### src/rtl/nor_seq_pkg.sv
package nor_seq_pkg;
  typedef enum logic [3:0] {
    ST_IDLE, ST_UNL1, ST_CMD, ST_PROG, ST_ERS_A, ST_ERS_B, ST_ERS_C,
    ST_BUSY_PROG, ST_BUSY_ERS, ST_ID, ST_CFI, ST_ID_CFI
  } seq_state_e;

  localparam logic [1:0] RM_ARRAY  = 2'd0;
  localparam logic [1:0] RM_STATUS = 2'd1;
  localparam logic [1:0] RM_ID     = 2'd2;
  localparam logic [1:0] RM_CFI    = 2'd3;

  localparam logic [7:0] C_KEY_A   = 8'hAA;
  localparam logic [7:0] C_KEY_B   = 8'h55;
  localparam logic [7:0] C_PROG    = 8'hA0;
  localparam logic [7:0] C_ERASE   = 8'h80;
  localparam logic [7:0] C_AUTOSEL = 8'h90;
  localparam logic [7:0] C_BYPASS  = 8'h20;
  localparam logic [7:0] C_RESET   = 8'hF0;
  localparam logic [7:0] C_QUERY   = 8'h98;
  localparam logic [7:0] C_CHIP    = 8'h10;
  localparam logic [7:0] C_SECTOR  = 8'h30;
  localparam logic [7:0] C_EXIT    = 8'h00;
endpackage

### src/rtl/nor_seq_match.sv
module nor_seq_match #(
  parameter int              UW       = 11,
  parameter logic [UW-1:0]   KEY_ADDR = '0,
  parameter logic [7:0]      KEY_DATA = 8'h00
) (
  input  logic [UW-1:0] addr_i,
  input  logic [7:0]    data_i,
  output logic          hit_o
);
  assign hit_o = (addr_i == KEY_ADDR) && (data_i == KEY_DATA);
endmodule

### src/rtl/nor_seq_fsm.sv
module nor_seq_fsm
  import nor_seq_pkg::*;
(
  input  seq_state_e state_i,
  input  logic       byp_i,
  input  logic       wr_i,
  input  logic [7:0] data_i,
  input  logic       a0_i,      // address equals first unlock offset
  input  logic       key0_i,    // first unlock cycle matched
  input  logic       key1_i,    // second unlock cycle matched
  input  logic       qry_i,     // address equals query offset
  input  logic       done_i,
  output seq_state_e next_o,
  output logic       byp_next_o,
  output logic       prog_go_o,
  output logic       erase_go_o,
  output logic       chip_go_o
);
  seq_state_e home;

  always_comb begin
    next_o     = state_i;
    byp_next_o = byp_i;
    prog_go_o  = 1'b0;
    erase_go_o = 1'b0;
    chip_go_o  = 1'b0;
    home       = byp_i ? ST_CMD : ST_IDLE;
    if (state_i == ST_BUSY_PROG || state_i == ST_BUSY_ERS) begin
      if (done_i) next_o = home;
    end else if (wr_i) begin
      if (data_i == C_RESET && state_i != ST_PROG) begin
        if (state_i == ST_ID_CFI) next_o = ST_ID;
        else begin
          next_o     = ST_IDLE;
          byp_next_o = 1'b0;
        end
      end else begin
        case (state_i)
          ST_IDLE: begin
            if (key0_i) next_o = ST_UNL1;
            else if (qry_i && data_i == C_QUERY) next_o = ST_CFI;
          end
          ST_UNL1: next_o = key1_i ? ST_CMD : ST_IDLE;
          ST_CMD: begin
            if (!byp_i && !a0_i) next_o = ST_IDLE;
            else begin
              case (data_i)
                C_PROG:    next_o = ST_PROG;
                C_ERASE:   next_o = ST_ERS_A;
                C_AUTOSEL: next_o = ST_ID;
                C_BYPASS: begin
                  byp_next_o = 1'b1;
                  next_o     = ST_CMD;
                end
                default:   next_o = home;
              endcase
            end
          end
          ST_PROG: begin
            prog_go_o = 1'b1;
            next_o    = ST_BUSY_PROG;
          end
          ST_ERS_A: next_o = key0_i ? ST_ERS_B : home;
          ST_ERS_B: next_o = key1_i ? ST_ERS_C : home;
          ST_ERS_C: begin
            if (data_i == C_CHIP && a0_i) begin
              erase_go_o = 1'b1;
              chip_go_o  = 1'b1;
              next_o     = ST_BUSY_ERS;
            end else if (data_i == C_SECTOR) begin
              erase_go_o = 1'b1;
              next_o     = ST_BUSY_ERS;
            end else next_o = home;
          end
          ST_ID: begin
            if (byp_i && data_i == C_EXIT) begin
              byp_next_o = 1'b0;
              next_o     = ST_IDLE;
            end else if (data_i == C_QUERY) next_o = ST_ID_CFI;
            else next_o = home;
          end
          default: ;  // query modes hold on invalid writes
        endcase
      end
    end
  end
endmodule

### src/rtl/nor_seq_req.sv
module nor_seq_req #(
  parameter int AW = 20
) (
  input  logic          clk_i,
  input  logic          rst_ni,
  input  logic          prog_go_i,
  input  logic          erase_go_i,
  input  logic          chip_go_i,
  input  logic [AW-1:0] addr_i,
  input  logic [7:0]    data_i,
  output logic          prog_req_o,
  output logic [AW-1:0] prog_addr_o,
  output logic [7:0]    prog_data_o,
  output logic          erase_req_o,
  output logic          erase_chip_o,
  output logic [AW-1:0] erase_addr_o
);
  always_ff @(posedge clk_i or negedge rst_ni) begin
    if (!rst_ni) begin
      prog_req_o   <= 1'b0;
      prog_addr_o  <= '0;
      prog_data_o  <= '0;
      erase_req_o  <= 1'b0;
      erase_chip_o <= 1'b0;
      erase_addr_o <= '0;
    end else begin
      prog_req_o  <= prog_go_i;
      erase_req_o <= erase_go_i;
      if (prog_go_i) begin
        prog_addr_o <= addr_i;
        prog_data_o <= data_i;
      end
      if (erase_go_i) begin
        erase_chip_o <= chip_go_i;
        erase_addr_o <= addr_i;
      end
    end
  end
endmodule

### src/rtl/nor_cmd_seq.sv
module nor_cmd_seq
  import nor_seq_pkg::*;
#(
  parameter int           AW      = 20,
  parameter int           CMP_W   = 11,
  parameter logic [10:0]  UNLK0   = 11'h555,
  parameter logic [10:0]  UNLK1   = 11'h2AA,
  parameter logic [10:0]  QRY_OFS = 11'h055
) (
  input  logic          clk_i,
  input  logic          rst_ni,
  input  logic          wr_i,
  input  logic [AW-1:0] addr_i,
  input  logic [7:0]    data_i,
  input  logic          done_i,
  output logic [1:0]    mode_o,
  output logic [7:0]    cmd_o,
  output logic          bypass_o,
  output logic          prog_req_o,
  output logic [AW-1:0] prog_addr_o,
  output logic [7:0]    prog_data_o,
  output logic          erase_req_o,
  output logic          erase_chip_o,
  output logic [AW-1:0] erase_addr_o
);
  localparam int NKEY = 2;
  localparam logic [CMP_W-1:0] KEY_A [NKEY] = '{CMP_W'(UNLK0), CMP_W'(UNLK1)};
  localparam logic [7:0]       KEY_D [NKEY] = '{C_KEY_A, C_KEY_B};

  seq_state_e       state_q, state_d;
  logic             byp_q, byp_d;
  logic [NKEY-1:0]  key_hit;
  logic [CMP_W-1:0] addr_lo;
  logic             prog_go, erase_go, chip_go;

  assign addr_lo = addr_i[CMP_W-1:0];

  for (genvar k = 0; k < NKEY; k++) begin : g_key
    nor_seq_match #(.UW(CMP_W), .KEY_ADDR(KEY_A[k]), .KEY_DATA(KEY_D[k])) u_match (
      .addr_i(addr_lo), .data_i(data_i), .hit_o(key_hit[k])
    );
  end

  nor_seq_fsm u_fsm (
    .state_i(state_q), .byp_i(byp_q), .wr_i(wr_i), .data_i(data_i),
    .a0_i(addr_lo == CMP_W'(UNLK0)), .key0_i(key_hit[0]), .key1_i(key_hit[1]),
    .qry_i(addr_lo == CMP_W'(QRY_OFS)), .done_i(done_i),
    .next_o(state_d), .byp_next_o(byp_d),
    .prog_go_o(prog_go), .erase_go_o(erase_go), .chip_go_o(chip_go)
  );

  nor_seq_req #(.AW(AW)) u_req (
    .clk_i(clk_i), .rst_ni(rst_ni), .prog_go_i(prog_go), .erase_go_i(erase_go),
    .chip_go_i(chip_go), .addr_i(addr_i), .data_i(data_i),
    .prog_req_o(prog_req_o), .prog_addr_o(prog_addr_o), .prog_data_o(prog_data_o),
    .erase_req_o(erase_req_o), .erase_chip_o(erase_chip_o), .erase_addr_o(erase_addr_o)
  );

  always_ff @(posedge clk_i or negedge rst_ni) begin
    if (!rst_ni) begin
      state_q <= ST_IDLE;
      byp_q   <= 1'b0;
    end else begin
      state_q <= state_d;
      byp_q   <= byp_d;
    end
  end

  assign bypass_o = byp_q;

  always_comb begin
    case (state_q)
      ST_BUSY_PROG, ST_BUSY_ERS: mode_o = RM_STATUS;
      ST_ID:                     mode_o = RM_ID;
      ST_CFI, ST_ID_CFI:         mode_o = RM_CFI;
      default:                   mode_o = RM_ARRAY;
    endcase
    case (state_q)
      ST_PROG, ST_BUSY_PROG:       cmd_o = C_PROG;
      ST_ERS_A, ST_ERS_B, ST_ERS_C: cmd_o = C_ERASE;
      ST_BUSY_ERS:                 cmd_o = erase_chip_o ? C_CHIP : C_SECTOR;
      ST_ID:                       cmd_o = C_AUTOSEL;
      ST_CFI, ST_ID_CFI:           cmd_o = C_QUERY;
      default:                     cmd_o = C_EXIT;
    endcase
  end
endmodule

### config.mk
export PLATFORM = sky130hd
export DESIGN_NAME = nor_cmd_seq
export DESIGN_NICKNAME = d
export VERILOG_FILES = /design/src/rtl/nor_seq_pkg.sv /design/src/rtl/nor_seq_match.sv /design/src/rtl/nor_seq_fsm.sv /design/src/rtl/nor_seq_req.sv /design/src/rtl/nor_cmd_seq.sv
export SDC_FILE = /design/constraint.sdc
export NUM_CORES = 1
export LEC_CHECK = 0
export ABC_AREA = 1
export CORE_ASPECT_RATIO = 0.9
export CORE_MARGIN = 1
export CORE_UTILIZATION = 35
export DETAILED_ROUTE_END_ITERATION = 8
export PLACE_DENSITY = 0.64
export REMOVE_ABC_BUFFERS = 1
export SKIP_CTS_REPAIR_TIMING = 1
export SYNTH_ARGS = -nofsm -noshare
export SYNTH_HDL_FRONTEND = slang
export SYNTH_SLANG_ARGS = --single-unit
### constraint.sdc
create_clock -name clk_i -period 1.7 [get_ports clk_i]
set_clock_uncertainty 0.05 [all_clocks]
set_input_delay 0.51 -clock clk_i [delete_from_list [all_inputs] [get_ports clk_i]]
set_output_delay 0.51 -clock clk_i [all_outputs]
set_load 0.01 [all_outputs]
==> metrics.txt <==
num ports=94; Post-DP Area=4490 µm²; root buffer cell=clkbuf_8; Comb pwr share=46.7%; met1 Use GR=27.3%; GRT busiest layer=met2; Worst IR Drop VDD=504 µV; Fill cells=684; global-route wire length before repair=14300 µm; crit start category=register; maximum root-to-sink buffer count=2; commonest non-fill, non-tap cells in the layout=nand2_1 (83), buf_4 (72), dlymetal6s2s_1 (71); Final Hold Fails=0; htree depth=2; worst setup margin=-194 ps; #FFs+latches synth=56; Netlist cell types=28; per-cell routed wire length=14.2 µm; Placer Congestion=0.878; Final Util=65.7%; worst skew pair latency=310 ps; crit end category=output port; Flop pwr share=35.8%; CTS clock-pin slew for the worst setup and hold paths=100 ps; Slew Viols, Final=0; leading cell type in the layout, fill and taps excluded=nand2_1; Initial Util=36.7%; antenna-violating nets left=0; Setup violations, final=47; total CTS buffers=5; GRT overflow=0; register area share after synthesis=46.7%; Finished Layout Cells=685; DP HPWL=6460 µm; Power Total=4.73 mW; Psw=1.78 mW; Ant. Diodes=0; syn_area_per_cell=7.62 µm²; worst min path class=input pin to async pin; layout cells sized above 1=39.6%; DP Worst Slack=-676 ps; CP Data Arrival Time=1330 ps; Sw Ratio=37.7%; pwr dens=880 nW/µm²; Worst Path Max Fanout=4; P_leak=3.62 nW; vias in the first global route=3073; drt via density=4.73; Synth Instances=394; Final #Nets=601; Area Overhead vs Synth=79.0%; unrepaired setup endpoints after global routing=yes; CTS tree=built; Final period util=111%; Worst EP required=1140 ps; clock power share=17.4%; DRT Pass-1 Iters=4; failing checks=setup timing; grt met2 use=31.9%; num rows=31; Internal Power=2.95 mW; final WL=9720 µm; initial DRC count=135; max cap viols=0; via count=3242; fmax=0.528 GHz; IO Port Bufs=89; worst hold slack=122 ps; cell total after placement=657; post-route cell area=5370 µm²; status=finished, violations left; largest net degree at the start of global routing=57; # DRC=0; Critical Setup Path Class=register to output port; core area=8180 µm²; die span in y=89.9 µm; Die ar.=8950 µm²; Die Wd=99.6 µm; Final min period=1890 ps; setup TNS=-2780 ps; initial antenna violation count=0; clk sinks=56; synth warn=0; Netlist Area Pre-Place=3000 µm²; gr usage total=19.9%; met3 Use GR=3.34%
[worst paths after layout]
check	endpoint	start	slack, ps	cells after the start
setup / recovery	mode_o[0]	state_q[0]	-190	6
hold / removal	u_req.prog_addr_o[2]	rst_ni	120	2
setup reg to reg	u_req.erase_addr_o[8]	state_q[3]	-130	9
hold reg to reg	u_req.prog_addr_o[18]	u_req.prog_addr_o[18]	440	2
max in group asynchronous	state_q[3]	rst_ni	1220	2
min in group clk_i	u_req.prog_addr_o[18]	u_req.prog_addr_o[18]	440	2
[critical path, stage by stage (launching register included)]
cell     delay, ps
dfrtp_1        450
inv_2          100
nand2_4         70
nor2_4         130
a21oi_4         40
o21ai_1         80
buf_2          140
[cells in the mapped netlist, drive strengths merged]
cell | n | area share [%]
nand2 | 113 | 15
a21oi | 5 | 1.2
o21ai | 60 | 13
a211oi | 1 | 0.25
nand4 | 6 | 1.3
a32o | 1 | 0.33
inv | 61 | 7.6
o31ai | 1 | 0.25
buf | 10 | 3.0
dfrtp | 56 | 47
nor3 | 3 | 0.67
clkbuf | 4 | 0.50
nand3 | 25 | 4.2
o2111ai | 1 | 0.29
a31oi | 2 | 0.42
nor2 | 44 | 6.0
conb | 1 | 0.12
[power by group through the flow]
stage / combinational [mW] / clock, mW / sequential [mW]
floorplan: 0.792 / 0 / 1.81
global placement: 2.00 / 0 / 1.70
detailed placement: 2.02 / 0 / 1.72
CTS: 2.03 / 0.838 / 1.69
global route: 2.40 / 0.890 / 1.72
finish: 2.21 / 0.824 / 1.70
[layer usage]
layer | vias to the layer above | share of wire (%)
li1 | 1587 | -
met1 | 1542 | 45
met2 | 100 | 49
met3 | 13 | 5.0
met4 | 0 | 1.4
met5 | - | 0
[registers in the layout, summed over array words and instances (netlist names)]
signal	count
u_req.erase_addr_o	20
u_req.prog_addr_o	20
u_req.prog_data_o	8
state_q	4
bypass_o	1
u_req.erase_chip_o	1
u_req.erase_req_o	1
u_req.prog_req_o	1
[final cells by class]
cell class | instances | area [µm²] | area share (%)
Sequential cell | 56 | 1400 | 26.1
Timing Repair Buffer | 178 | 1840 | 34.2
Clock buffer | 6 | 82.6 | 1.54
Inverter | 61 | 234 | 4.35
Multi-Input combinational cell | 267 | 1660 | 30.8
Tap cell | 115 | 144 | 2.68
Clock inverter | 2 | 18.8 | 0.349
[kinds of logic after synthesis]
kind of cell / count (synthesis) / synth area share [%]
flops: 56 / 46.7
compound gates: 71 / 15.3
other cells: 1 / 0.125
buf+inv: 75 / 11.2
simple gates: 191 / 26.8
No activity file was read; power rests on OpenSTA's default activity.
